===== config.mk =====
export PLATFORM = sky130hd
export DESIGN_NAME = hwcur_regs
export DESIGN_NICKNAME = d
export VERILOG_FILES = /design/src/rtl/hwcur_pkg.sv /design/src/rtl/hwcur_stack.sv /design/src/rtl/hwcur_pair.sv /design/src/rtl/hwcur_pixdec.sv /design/src/rtl/hwcur_regs.sv
export SDC_FILE = /design/constraint.sdc
export NUM_CORES = 1
export LEC_CHECK = 0
export BUFFER_PORTS_ARGS = -buffer_cell sky130_fd_sc_hd__buf_2
export CAP_MARGIN = 20
export CELL_PAD_IN_SITES_DETAIL_PLACEMENT = 2
export CELL_PAD_IN_SITES_GLOBAL_PLACEMENT = 2
export CORE_ASPECT_RATIO = 1.2
export CORE_UTILIZATION = 35
export DETAILED_ROUTE_END_ITERATION = 12
export GPL_ROUTABILITY_DRIVEN = 0
export HOLD_SLACK_MARGIN = 0.05
export PLACE_DENSITY_LB_ADDON = 0.1
export SLEW_MARGIN = 25
export SYNTH_ARGS = -nofsm -noshare
export SYNTH_HDL_FRONTEND = slang
export SYNTH_SLANG_ARGS = --single-unit

===== constraint.sdc =====
create_clock -name clk -period 2.71 [get_ports clk]
set_clock_uncertainty 0.2 [all_clocks]
set_input_delay 0.4065 -clock clk [delete_from_list [all_inputs] [get_ports clk]]
set_output_delay 0.4065 -clock clk [all_outputs]
set_load 0.03 [all_outputs]

===== src/rtl/hwcur_pkg.sv =====
package hwcur_pkg;
  localparam int IDX_W = 4;
  typedef logic [IDX_W-1:0] idx_t;

  localparam idx_t IDX_MODE = 4'h0;
  localparam idx_t IDX_XHI  = 4'h1;
  localparam idx_t IDX_XLO  = 4'h2;
  localparam idx_t IDX_YHI  = 4'h3;
  localparam idx_t IDX_YLO  = 4'h4;
  localparam idx_t IDX_FG   = 4'h5;
  localparam idx_t IDX_BG   = 4'h6;
  localparam idx_t IDX_BHI  = 4'h7;
  localparam idx_t IDX_BLO  = 4'h8;
  localparam idx_t IDX_PATX = 4'h9;
  localparam idx_t IDX_PATY = 4'hA;
  localparam idx_t IDX_DAC  = 4'hB;

  localparam int X11_BIT = 4;

  typedef enum logic [1:0] {
    SEL_BG     = 2'd0,
    SEL_FG     = 2'd1,
    SEL_SCREEN = 2'd2,
    SEL_INVERT = 2'd3
  } pix_sel_e;
endpackage


===== src/rtl/hwcur_stack.sv =====
module hwcur_stack #(
  parameter int DEPTH = 4,
  parameter logic [7:0] RST_VAL = 8'h00,
  localparam int PTR_W = (DEPTH > 1) ? $clog2(DEPTH) : 1
) (
  input  logic                 clk,
  input  logic                 rst,
  input  logic                 we,
  input  logic                 re,
  input  logic [7:0]           wdata,
  output logic [7:0]           top_entry,
  output logic [DEPTH*8-1:0]   flat
);
  logic [7:0]       mem [DEPTH];
  logic [PTR_W-1:0] ptr;

  assign top_entry = mem[ptr];

  always_ff @(posedge clk) begin
    if (rst) begin
      ptr <= '0;
      for (int i = 0; i < DEPTH; i++) mem[i] <= RST_VAL;
    end else if (we) begin
      mem[ptr] <= wdata;
      ptr <= (ptr == PTR_W'(DEPTH - 1)) ? '0 : ptr + 1'b1;
    end else if (re) begin
      ptr <= '0;
    end
  end

  for (genvar g = 0; g < DEPTH; g++) begin : g_flat
    assign flat[g*8 +: 8] = mem[g];
  end
endmodule


===== src/rtl/hwcur_pair.sv =====
module hwcur_pair #(
  parameter int W = 16
) (
  input  logic         clk,
  input  logic         rst,
  input  logic         we_hi,
  input  logic         we_lo,
  input  logic [7:0]   wdata,
  output logic [W-1:0] q,
  output logic [7:0]   rd_hi,
  output logic [7:0]   rd_lo
);
  always_ff @(posedge clk) begin
    if (rst) begin
      q <= '0;
    end else if (we_hi) begin
      q <= W'({wdata, q[7:0]});
    end else if (we_lo) begin
      q <= W'({q >> 8, wdata});
    end
  end

  assign rd_hi = 8'(q >> 8);
  assign rd_lo = q[7:0];
endmodule


===== src/rtl/hwcur_pixdec.sv =====
module hwcur_pixdec
  import hwcur_pkg::*;
(
  input  logic       clk,
  input  logic       rst,
  input  logic       x11,
  input  logic       a,
  input  logic       b,
  output logic [1:0] sel
);
  pix_sel_e nxt;

  always_comb begin
    if (x11) begin
      unique case ({a, b})
        2'b10:   nxt = SEL_BG;
        2'b11:   nxt = SEL_FG;
        default: nxt = SEL_SCREEN;
      endcase
    end else begin
      unique case ({a, b})
        2'b00:   nxt = SEL_BG;
        2'b01:   nxt = SEL_FG;
        2'b10:   nxt = SEL_SCREEN;
        default: nxt = SEL_INVERT;
      endcase
    end
  end

  always_ff @(posedge clk) begin
    if (rst) sel <= SEL_BG;
    else     sel <= nxt;
  end
endmodule


===== src/rtl/hwcur_regs.sv =====
module hwcur_regs
  import hwcur_pkg::*;
#(
  parameter int POS_W  = 11,
  parameter int BASE_W = 16,
  parameter int PAT_W  = 6,
  parameter int DEPTH  = 4,
  localparam int STK_W = DEPTH * 8
) (
  input  logic              clk,
  input  logic              rst,
  input  logic [IDX_W-1:0]  reg_idx,
  input  logic [7:0]        reg_wdata,
  input  logic              reg_we,
  input  logic              reg_re,
  output logic [7:0]        reg_rdata,
  output logic              cur_en,
  output logic [POS_W-1:0]  cur_x,
  output logic [POS_W-1:0]  cur_y,
  output logic [BASE_W-1:0] cur_base,
  output logic [PAT_W-1:0]  pat_x,
  output logic [PAT_W-1:0]  pat_y,
  output logic [STK_W-1:0]  fg_stack,
  output logic [STK_W-1:0]  bg_stack,
  input  logic              pix_a,
  input  logic              pix_b,
  output logic [1:0]        pix_sel
);
  logic [7:0] mode_q, dac_q;
  logic [7:0] fg_top, bg_top;
  logic [7:0] xh, xl, yh, yl, bh, bl;
  logic       x11_mode;
  logic [7:0] rd_mux;

  function automatic logic hit(input idx_t i);
    return reg_we && (reg_idx == i);
  endfunction

  assign x11_mode = dac_q[X11_BIT];
  assign cur_en   = mode_q[0];

  always_ff @(posedge clk) begin
    if (rst) begin
      mode_q <= '0;
      dac_q  <= '0;
      pat_x  <= '0;
      pat_y  <= '0;
    end else begin
      if (hit(IDX_MODE)) mode_q <= reg_wdata;
      if (hit(IDX_DAC))  dac_q  <= reg_wdata;
      if (hit(IDX_PATX)) pat_x  <= PAT_W'(reg_wdata);
      if (hit(IDX_PATY)) pat_y  <= PAT_W'(reg_wdata);
    end
  end

  hwcur_pair #(.W(POS_W)) u_xpos (
    .clk(clk), .rst(rst), .we_hi(hit(IDX_XHI)), .we_lo(hit(IDX_XLO)),
    .wdata(reg_wdata), .q(cur_x), .rd_hi(xh), .rd_lo(xl));

  hwcur_pair #(.W(POS_W)) u_ypos (
    .clk(clk), .rst(rst), .we_hi(hit(IDX_YHI)), .we_lo(hit(IDX_YLO)),
    .wdata(reg_wdata), .q(cur_y), .rd_hi(yh), .rd_lo(yl));

  hwcur_pair #(.W(BASE_W)) u_base (
    .clk(clk), .rst(rst), .we_hi(hit(IDX_BHI)), .we_lo(hit(IDX_BLO)),
    .wdata(reg_wdata), .q(cur_base), .rd_hi(bh), .rd_lo(bl));

  hwcur_stack #(.DEPTH(DEPTH), .RST_VAL(8'hFF)) u_fg (
    .clk(clk), .rst(rst), .we(hit(IDX_FG)),
    .re(reg_re && reg_idx == IDX_FG), .wdata(reg_wdata),
    .top_entry(fg_top), .flat(fg_stack));

  hwcur_stack #(.DEPTH(DEPTH), .RST_VAL(8'h00)) u_bg (
    .clk(clk), .rst(rst), .we(hit(IDX_BG)),
    .re(reg_re && reg_idx == IDX_BG), .wdata(reg_wdata),
    .top_entry(bg_top), .flat(bg_stack));

  hwcur_pixdec u_dec (
    .clk(clk), .rst(rst), .x11(x11_mode), .a(pix_a), .b(pix_b), .sel(pix_sel));

  always_comb begin
    unique case (reg_idx)
      IDX_MODE: rd_mux = mode_q;
      IDX_XHI:  rd_mux = xh;
      IDX_XLO:  rd_mux = xl;
      IDX_YHI:  rd_mux = yh;
      IDX_YLO:  rd_mux = yl;
      IDX_FG:   rd_mux = fg_top;
      IDX_BG:   rd_mux = bg_top;
      IDX_BHI:  rd_mux = bh;
      IDX_BLO:  rd_mux = bl;
      IDX_PATX: rd_mux = 8'(pat_x);
      IDX_PATY: rd_mux = 8'(pat_y);
      IDX_DAC:  rd_mux = dac_q;
      default:  rd_mux = 8'h00;
    endcase
  end

  always_ff @(posedge clk) begin
    if (rst)         reg_rdata <= 8'h00;
    else if (reg_re) reg_rdata <= rd_mux;
  end
endmodule


==> results of run 1 <==
## area by class of cell
| cell class | instances | area (µm²) | area share |
|---|---|---|---|
| multi-input cells | 422 | 2924 | 0.3465 |
| clock buffers | 18 | 429.2 | 0.05085 |
| well taps | 256 | 320.3 | 0.03795 |
| inverters | 3 | 11.26 | 0.001334 |
| clock inverters | 14 | 185.2 | 0.02194 |
| diodes | 2 | 5.005 | 0.0005930 |
| flip-flops and latches | 148 | 3603 | 0.4270 |
| repair buffers | 173 | 960.9 | 0.1139 |
## through the flow
stage,setup WS [ns],util
global placement,0.3043,0.4122
floorplan,0.3980,-
detailed placement,0.2184,0.4122
global route,0.4942,0.4460
CTS,0.5895,0.4457
finish,0.5703,0.4460
## sequential cells by signal, indices dropped and copies added (netlist names), named ones only
register,count
u_ypos.q,11
mode_q,8
u_base.q,16
dac_q,8
u_bg.ptr,2
pat_x,6
pat_y,6
u_bg.mem,32
u_fg.ptr,2
reg_rdata,8
u_dec.sel,2
u_xpos.q,11
u_fg.mem,32
## layer usage
metal | vias to the layer above | track usage | wire length, µm
li1 | 2550 | - | -
met1 | 2942 | 0.3340 | 10720
met2 | 182 | 0.4556 | 12980
met3 | 39 | 0.04497 | 1209
met4 | 2 | 0.09412 | 675
met5 | - | 0 | 10
## power by group through the flow
| stage | Combinational [mW] | Clock [mW] | Sequential, mW |
|---|---|---|---|
| CTS | 0.454 | 2.54 | 2.41 |
| global placement | 0.437 | 0 | 2.45 |
| finish | 0.453 | 2.51 | 2.41 |
| global route | 0.478 | 2.62 | 2.41 |
| detailed placement | 0.450 | 0 | 2.46 |
| floorplan | 0.185 | 0 | 2.54 |
## logic make-up after synthesis
logic type               share of synthesized area
AND/OR/NAND/NOR                             0.1846
flip-flops                                  0.5326
AO/OA/AOI/OAI                               0.1134
multiplexers                                0.1293
buffers and inverters                      0.03514
adder cells (fa/ha/maj)                   0.003698
XOR/XNOR                                  0.001295
## worst min-delay path: stages
cell	delay, ns
buf_2	0.16
nand3b_1	0.16
a32oi_1	0.07
## what timing repair did
item / in CTS / in global routing
gates resized for setup: 0 / 0
hold endpoints to repair: 2 / 0
setup buffers: 0 / 0
hold buffers: 2 / 0
## cells in the final DEF (no fill, tap or decap), types with 3 or more instances in the layout
| master | instances |
|---|---|
| buf_2 | 142 |
| dfxtp_1 | 84 |
| edfxtp_1 | 64 |
| mux2i_1 | 57 |
| nor2_1 | 56 |
| nand2_1 | 36 |
| a21oi_1 | 36 |
| and2_1 | 35 |
| o21ai_0 | 34 |
| buf_4 | 28 |
| or2_2 | 20 |
| clkbuf_16 | 17 |
| mux4_2 | 12 |
| nand2b_1 | 11 |
| nand3b_1 | 11 |
| a31oi_1 | 10 |
| nand3_1 | 9 |
| or2_1 | 8 |
| a22oi_1 | 7 |
| or3_1 | 5 |
| nor2b_1 | 5 |
| a211oi_1 | 5 |
| o22ai_1 | 5 |
| a21o_1 | 4 |
| a22o_1 | 4 |
| bufinv_16 | 4 |
| inv_1 | 3 |
| mux2_2 | 3 |
| or3b_2 | 3 |
| a221oi_1 | 3 |
| clkinv_4 | 3 |
## worst max-delay path by stage
stage                     from  slack [ns]                           end
global placement    reg_idx[3]        0.30     reg_rdata[3]$_SDFFE_PP0P_
detailed placement  reg_idx[1]        0.22      u_base.q[9]$_SDFFE_PP0N_
CTS                   register        0.59     reg_rdata[3]$_SDFFE_PP0P_
global route        reg_idx[1]        0.49      u_base.q[8]$_SDFFE_PP0N_
finish              reg_idx[1]        0.57      u_base.q[8]$_SDFFE_PP0N_
floorplan               reg_we        0.40  u_fg.mem[1][0]$_SDFFCE_PN1P_
==> summary.txt, run 1 <==
Floorplan
  • Die Wd: 128.9 µm
  • Boundary Pins: 143
  • Initial core utilization: 0.3575
  • Die area: 19890 µm²
  • Core Footprint: 18920 µm²
  • Cell Rows: 55
  • Die Y: 154.3 µm

Timing
  • Final max-slew violation count: 0
  • RSZ-0062 raised after global routing: no
  • WHS: 0.2200 ns
  • Min Tclk post-route: 2.140 ns
  • Max Freq: 467.3 MHz
  • Final TNS setup: 0 ns
  • Final Hold Vio Count: 0
  • Worst slew pin tran: 0.6792 ns
  • Period utilisation layout: 0.7896
  • Setup-failing EPs final: 0
  • Slew margin rel.: 0.5413

Global route
  • Vias in the first global route: 6070
  • Largest net degree at the start of global routing: 42
  • Total GRT Usage: 0.2655
  • Grt total ovfl: 0
  • Global-route wire length before repair: 38010 µm
  • Initial antenna violation count: 4

Yosys
  • Post-synthesis register bit count: 148
  • EDFF count, synth: 64
  • Post-synth design cell area: 6765 µm²
  • Net Count, Synth: 647
  • Post-synth top area share: 0.2841
  • Most numerous cell in the Yosys netlist: dfxtp_1
  • Sequential fraction of the synthesis area: 0.5326
  • Post-synth top flop: dfxtp_1
  • Syn avg cell area: 10.79 µm²
  • YS warnings: 0
  • Synth async-reset ratio: 0
  • Synth Instances: 627
  • Post-synth top cells: 84 x dfxtp_1, 64 x edfxtp_1, 57 x mux2i_1
  • Area leader, netlist: edfxtp_1
  • Distinct cell type count after synthesis: 61
  • Area contributors post-synth: edfxtp_1 28%, dfxtp_1 25%, mux2i_1 8.4%, mux4_2 4.0%, and2_1 3.2%

Worst setup path
  • FF-to-FF End: reg_rdata[3]$_SDFFE_PP0P_
  • Critical Path Slowest Stage Cell: nor2_1
  • Crit-path leading delay family: simple AND/OR/NAND/NOR gates
  • Buf+Inv Stages, Crit Path: 2
  • Startpoint types: primary input
  • WS Path Type: primary input to register
  • Worst Reg2Reg Path Length in Cells: 4
  • CP Capture Type: register
  • CP arrival: 2.29 ns
  • Critical path depth in cells: 6
  • Max incr delay on CP: 0.65 ns
  • Crit-path cells: buf_2, buf_4, nand3_1, nor2_1, nand2_1, a21oi_1
  • Reg2Reg Setup Slack: 0.58 ns
  • Critical path fanouts, max: 38
  • CP required: 2.86 ns

Power and ir drop
  • Comb pwr share: 0.084
  • Sw Share: 0.2490
  • Net Switching: 1.337 mW
  • Pwr/cell area: 636.2 nW/µm²
  • Worst VDD drop: 0.4109 mV
  • Total power: 5.369 mW
  • Int Pwr: 4.032 mW
  • Leak Pwr: 3.434 nW
  • Power share of the clock group: 0.467
  • Sequential power share: 0.449

Clock network
  • Latest clock arrival within the worst-skew pair: 0.43 ns
  • H-tree depth: 4
  • Worst-case clock buffer depth: 2
  • CTS root buffer: clkbuf_16
  • Clk pin slew, worst setup/hold paths: 0.06 ns
  • Clk sink count: 148
  • Total CTS buffers: 17
  • CTS tree: built

Route
  • Vias/cell: 5.516
  • Total Wirelength: 25600 µm
  • Wire length per cell: 24.71 µm
  • Iteration-0 DRC Markers: 337
  • Antenna Nets Post-Route: 0
  • Via count: 5715
  • Drc violations: 0
  • Pre-Repair DR Iteration Count: 4

Status
  • Outcome: completed

Cells and area
  • Fin area: 8439 µm²
  • Area delta synth->final: 24.75%
  • Layout Cells excl Fill: 1036
  • FILL cells: 1984
  • Final #Nets: 785
  • Ratio of cells with drive above 1 in the final layout: 0.3162

Min path
  • WHS Path Cells: 3
  • Hold path start: reg_re
  • Hold EP: reg_rdata[5]$_SDFFE_PP0P_
  • Worst Hold Class: primary input to register

Placed design
  • Placed insts: 1000
  • DP Wirelength: 17850 µm
  • Area after DPL: 7800 µm²
  • Port Buffers: 142

Job
  • Max-Cap Viols: 0
Note: power is estimated with default switching activity, not from simulation.
==> run 2, diff against run 1 <==
--- a/config.mk
+++ b/config.mk
@@ -10,7 +10,7 @@
 export CELL_PAD_IN_SITES_DETAIL_PLACEMENT = 2
 export CELL_PAD_IN_SITES_GLOBAL_PLACEMENT = 2
 export CORE_ASPECT_RATIO = 1.2
-export CORE_UTILIZATION = 35
+export CORE_UTILIZATION = 31
 export DETAILED_ROUTE_END_ITERATION = 12
 export GPL_ROUTABILITY_DRIVEN = 0
 export HOLD_SLACK_MARGIN = 0.05
==> constraint.sdc (replaced) <==
create_clock -name clk -period 1.8 [get_ports clk]
set_clock_uncertainty 0.2 [all_clocks]
set_input_delay 0.27 -clock clk [delete_from_list [all_inputs] [get_ports clk]]
set_output_delay 0.27 -clock clk [all_outputs]
set_load 0.03 [all_outputs]
==> summary.txt, run 2 (same netlist as run 1, synthesis figures left out) <==
Clock network
  • CTS tree: built
  • H-tree depth: 4
  • Total CTS buffers: 17
  • Clk sink count: 148
  • CTS root buffer: clkbuf_16
  • Clk pin slew, worst setup/hold paths: 0.07 ns
  • Latest clock arrival within the worst-skew pair: 0.43 ns
  • Worst-case clock buffer depth: 2

Power and ir drop
  • Worst VDD drop: 0.6071 mV
  • Total power: 8.058 mW
  • Leak Pwr: 3.759 nW
  • Pwr/cell area: 890.7 nW/µm²

Placed design
  • Port Buffers: 142
  • DP Wirelength: 19470 µm
  • Area after DPL: 8319 µm²

Timing
  • Setup-failing EPs final: 2
  • Final worst setup slack: -0.03512 ns
  • RSZ-0062 raised after global routing: yes
  • Final max-slew violation count: 0
  • Max Freq: 544.9 MHz
  • Slew margin rel.: 0.5691
  • Period utilisation layout: 1.020
  • Worst slew pin tran: 0.6439 ns
  • Min Tclk post-route: 1.835 ns
  • Final Hold Vio Count: 0
  • Final TNS setup: -0.04959 ns

Min path
  • Worst Hold Class: primary input to register

Global route
  • Global-route wire length before repair: 40670 µm
  • Vias in the first global route: 6536
  • Grt total ovfl: 0
  • Initial antenna violation count: 0
  • Largest net degree at the start of global routing: 41
  • Total GRT Usage: 0.2518

Cells and area
  • Diodes inserted: 0
  • Area delta synth->final: 33.73%
  • Top Registers: u_bg.mem: 32 flops, u_fg.mem: 32 flops, u_base.q: 16 flops
  • Final core occ: 0.4270
  • Ratio of cells with drive above 1 in the final layout: 0.3892
  • Commonest non-fill, non-tap cell in the layout: buf_2
  • Most frequent cells in the layout: 142 x buf_2, 81 x dfxtp_1, 81 x buf_4
  • FILL cells: 2284
  • Fin area: 9047 µm²
  • Final #Nets: 844

Route
  • Drc violations: 0
  • Iteration-0 DRC Markers: 317
  • Wire length per cell: 24.51 µm
  • Pre-Repair DR Iteration Count: 4
  • Antenna Nets Post-Route: 0
  • Via count: 5867
  • Vias/cell: 5.310
  • Total Wirelength: 27090 µm

Status
  • Failing checks: negative setup slack
  • Outcome: complete, but fails checks

Job
  • Max-Cap Viols: 0

Worst setup path
  • CP arrival: 1.94 ns
  • CP Capture Type: register
  • CP required: 1.90 ns
  • WS Path Type: register to register
  • Critical path fanouts, max: 3
  • Reg2Reg Setup Slack: -0.04 ns
  • Startpoint types: register

Floorplan
  • Cell Rows: 58
  • Die Wd: 136.9 µm
  • Boundary Pins: 143
  • Die Y: 163.8 µm
  • Core Footprint: 21190 µm²
  • Initial core utilization: 0.3193
  • Die area: 22420 µm²
==> run 2: cell types whose count changed in the layout (fill, tap and decap cells not counted), sizes merged <==
| cell | before | now |
|---|---|---|
| inv | 4 | 5 |
| buf | 171 | 229 |
| clkinv | 7 | 4 |
| bufinv | 4 | 3 |
| clkbuf | 18 | 17 |
| diode | 2 | 0 |
| clkinvlp | 2 | 4 |
| dlygate4sd3 | 2 | 3 |
==> run 2: final cells by class <==
type | instances | area (µm²) | area share
timing repair buffer | 232 | 1469 | 0.1624
sequential | 148 | 3610 | 0.3990
clock inverter | 13 | 158.9 | 0.01756
inverter | 3 | 11.26 | 0.001245
clock buffer | 17 | 425.4 | 0.04702
tap | 270 | 337.8 | 0.03734
multi-input combinational | 422 | 3035 | 0.3355
==> run 2: per-layer routing <==
layer / GRT usage / up-vias / wire, µm / share of wire
met5: 0 / - / 0 / 0
met2: 0.4324 / 139 / 13680 / 0.51
li1: - / 2664 / - / -
met4: 0.09141 / 0 / 638 / 0.024
met1: 0.3162 / 3020 / 11970 / 0.44
met3: 0.04105 / 44 / 799 / 0.029
==> run 2: report_power, final <==
group / switching [mW] / internal [mW]
combinational: 0.526 / 0.256
sequential: 0.0551 / 3.57
clock: 1.49 / 2.16
==> run 2: path summary, 6_finish.rpt <==
kind	from	to	depth (start not counted)
max	u_base.q[4]$_SDFFE_PP0P_	reg_rdata[4]$_SDFFE_PP0P_	5
min	reg_re	reg_rdata[1]$_SDFFE_PP0P_	3
max reg2reg	u_base.q[4]$_SDFFE_PP0P_	reg_rdata[4]$_SDFFE_PP0P_	5
min reg2reg	mode_q[6]$_SDFFE_PP0P_	mode_q[6]$_SDFFE_PP0P_	2
==> run 2: critical path: stages (launching register included) <==
cell      delay (ns)
dfxtp_1         0.33
mux2i_1         0.26
nor2_1          0.10
o41ai_1         0.54
buf_4           0.20
o211ai_1        0.09
==> run 2: through the flow <==
step | hold slack, ns | cells | worst slack [ns]
2_1_floorplan | 0.2068 | 627 | -0.2730
3_3_place_gp | 0.2691 | 1069 | -0.4905
3_5_place_dp | 0.2798 | 1069 | -0.4536
4_1_cts | 0.06568 | 1103 | -0.02745
5_1_grt | 0.1099 | 1105 | -0.07168
6_report | 0.09741 | 1105 | -0.03512
==> run 2: timing repair <==
| action | 4_1_cts | 5_1_grt |
|---|---|---|
| endpoints found under the hold margin | 6 | 0 |
| buffers inserted | 1 | 2 |
| gates cloned | 0 | 0 |
| setup endpoints to repair | 8 | 10 |
| pin swaps | 2 | 2 |
| hold buffers | 3 | 0 |
| resized for setup | 13 | 10 |
==> run 3, diff against run 2 <==
--- a/config.mk
+++ b/config.mk
@@ -10,7 +10,8 @@
 export CELL_PAD_IN_SITES_DETAIL_PLACEMENT = 2
 export CELL_PAD_IN_SITES_GLOBAL_PLACEMENT = 2
 export CORE_ASPECT_RATIO = 1.2
-export CORE_UTILIZATION = 31
+export CORE_UTILIZATION = 32
+export CTS_BUF_LIST = sky130_fd_sc_hd__clkbuf_4 sky130_fd_sc_hd__clkbuf_8
 export DETAILED_ROUTE_END_ITERATION = 12
 export GPL_ROUTABILITY_DRIVEN = 0
 export HOLD_SLACK_MARGIN = 0.05
==> summary.txt, run 3 (same netlist as run 1, synthesis figures left out) <==
Status
  • Outcome: complete, but fails checks
  • Failing checks: negative setup slack

Worst setup path
  • Critical Path Slowest Stage Cell: mux4_2
  • Max incr delay on CP: 0.55 ns
  • CP arrival: 1.95 ns
  • CP required: 1.93 ns
  • WS Path Type: register to register
  • Startpoint types: register
  • Crit-path cells: buf_12, mux4_2, a221oi_2, o221ai_1
  • Reg2Reg Setup Slack: -0.03 ns
  • Critical path fanouts, max: 6
  • CP Capture Type: register

Timing
  • Period utilisation layout: 1.015
  • Slew margin rel.: 0.5222
  • WHS: 0.08849 ns
  • RSZ-0062 raised after global routing: yes
  • Min Tclk post-route: 1.826 ns
  • Setup-failing EPs final: 2
  • Max Freq: 547.6 MHz
  • Worst slew pin tran: 0.7151 ns
  • Final Hold Vio Count: 0
  • Final max-slew violation count: 0
  • Final worst setup slack: -0.02625 ns
  • Final TNS setup: -0.02928 ns

Power and ir drop
  • Pwr/cell area: 812.1 nW/µm²
  • Net Switching: 1.979 mW
  • Sequential power share: 0.502
  • Worst VDD drop: 0.3805 mV
  • Comb pwr share: 0.109
  • Int Pwr: 5.229 mW
  • Power share of the clock group: 0.389
  • Sw Share: 0.2745
  • Leak Pwr: 3.685 nW
  • Total power: 7.207 mW

Route
  • Wire length per cell: 23.91 µm
  • Total Wirelength: 26320 µm
  • Vias/cell: 5.285
  • Antenna Nets Post-Route: 0
  • Pre-Repair DR Iteration Count: 4
  • Drc violations: 0
  • Via count: 5819
  • Iteration-0 DRC Markers: 239

Clock network
  • Clk sink count: 148
  • CTS tree: built
  • Latest clock arrival within the worst-skew pair: 0.47 ns
  • CTS root buffer: clkbuf_8
  • Worst-case clock buffer depth: 2
  • Clk pin slew, worst setup/hold paths: 0.09 ns
  • Total CTS buffers: 17
  • H-tree depth: 4

Cells and area
  • Top Registers: u_bg.mem: 32 flops, u_fg.mem: 32 flops, u_base.q: 16 flops
  • Fin area: 8875 µm²
  • FILL cells: 2151
  • Area of the multi-input gates: 3015 µm²
  • Register area: 3608 µm²
  • Most frequent cells in the layout: 142 x buf_2, 82 x dfxtp_1, 73 x buf_4
  • Area delta synth->final: 31.18%
  • Final core occ: 0.4336
  • Commonest non-fill, non-tap cell in the layout: buf_2
  • Ratio of cells with drive above 1 in the final layout: 0.3784
  • Final #Nets: 842

Floorplan
  • Core Footprint: 20470 µm²
  • Die Y: 161.3 µm
  • Die Wd: 134.7 µm
  • Boundary Pins: 143
  • Initial core utilization: 0.3305
  • Die area: 21730 µm²
  • Cell Rows: 57

Global route
  • Grt total ovfl: 0
  • Largest net degree at the start of global routing: 41
  • Global-route wire length before repair: 39960 µm
  • Total GRT Usage: 0.2526
  • Initial antenna violation count: 0
  • Vias in the first global route: 6356

Placed design
  • Port Buffers: 142
  • Area after DPL: 8300 µm²
  • DP Wirelength: 19220 µm

Min path
  • Worst Hold Class: primary input to register

Job
  • Max-Cap Viols: 0
-- run 3: worst max-delay path: cells and delay by family (launching register included) --
kind            cells  cell delay (ns)
buf+inv             1             0.13
compound gates      2             0.43
flops               1             0.39
mux                 1             0.55
-- run 3: layer usage --
metal  vias to the layer above  GRT usage  share of wire
li1                       2654          -              -
met1                      2998     0.3310           0.45
met2                       138     0.4285           0.50
met3                        29    0.03327          0.029
met4                         0    0.08172          0.021
met5                         -          0              0
-- run 3: timing repair --
item / 4_1_cts / 5_1_grt
gates resized for setup: 13 / 5
pin swaps: 2 / 3
endpoints found under the hold margin: 10 / 0
buffers inserted: 2 / 0
hold buffers: 7 / 0
setup endpoints to repair: 8 / 7
-- run 3: metrics by stage --
stage / worst slack [ns] / instances
3_5_place_dp: -0.4439 / 1059
2_1_floorplan: -0.2730 / 627
6_report: -0.02625 / 1101
4_1_cts: -0.02006 / 1100
5_1_grt: -0.07821 / 1100
3_3_place_gp: -0.4171 / 1059
-- run 3: area by class of cell --
cell class	count	area share
clock inverters	14	0.01974
inverters	3	0.001269
diodes	1	0.0002820
well taps	265	0.03736
clock buffers	18	0.02721
flip-flops and latches	148	0.4066
multi-input cells	422	0.3398
repair buffers	230	0.1678
-- run 3: power by group through the flow --
stage	logic, mW	clock network, mW	registers, mW
after floorplan	0.283	0	3.82
after global placement	0.740	0	3.69
after detailed placement	0.759	0	3.70
after CTS	0.782	2.87	3.62
after global routing	0.827	3.01	3.63
final	0.785	2.81	3.62
-- run 3: worst paths after layout --
check | from | endpoint | depth (start not counted)
worst min-delay path | reg_wdata[3] | u_base.q[11]$_SDFFE_PP0N_ | 3
worst max-delay path | register | reg_rdata[3]$_SDFFE_PP0P_ | 4
worst min register to register | dac_q[5]$_SDFFE_PP0P_ | dac_q[5]$_SDFFE_PP0P_ | 2
worst max register to register | register | reg_rdata[3]$_SDFFE_PP0P_ | 4
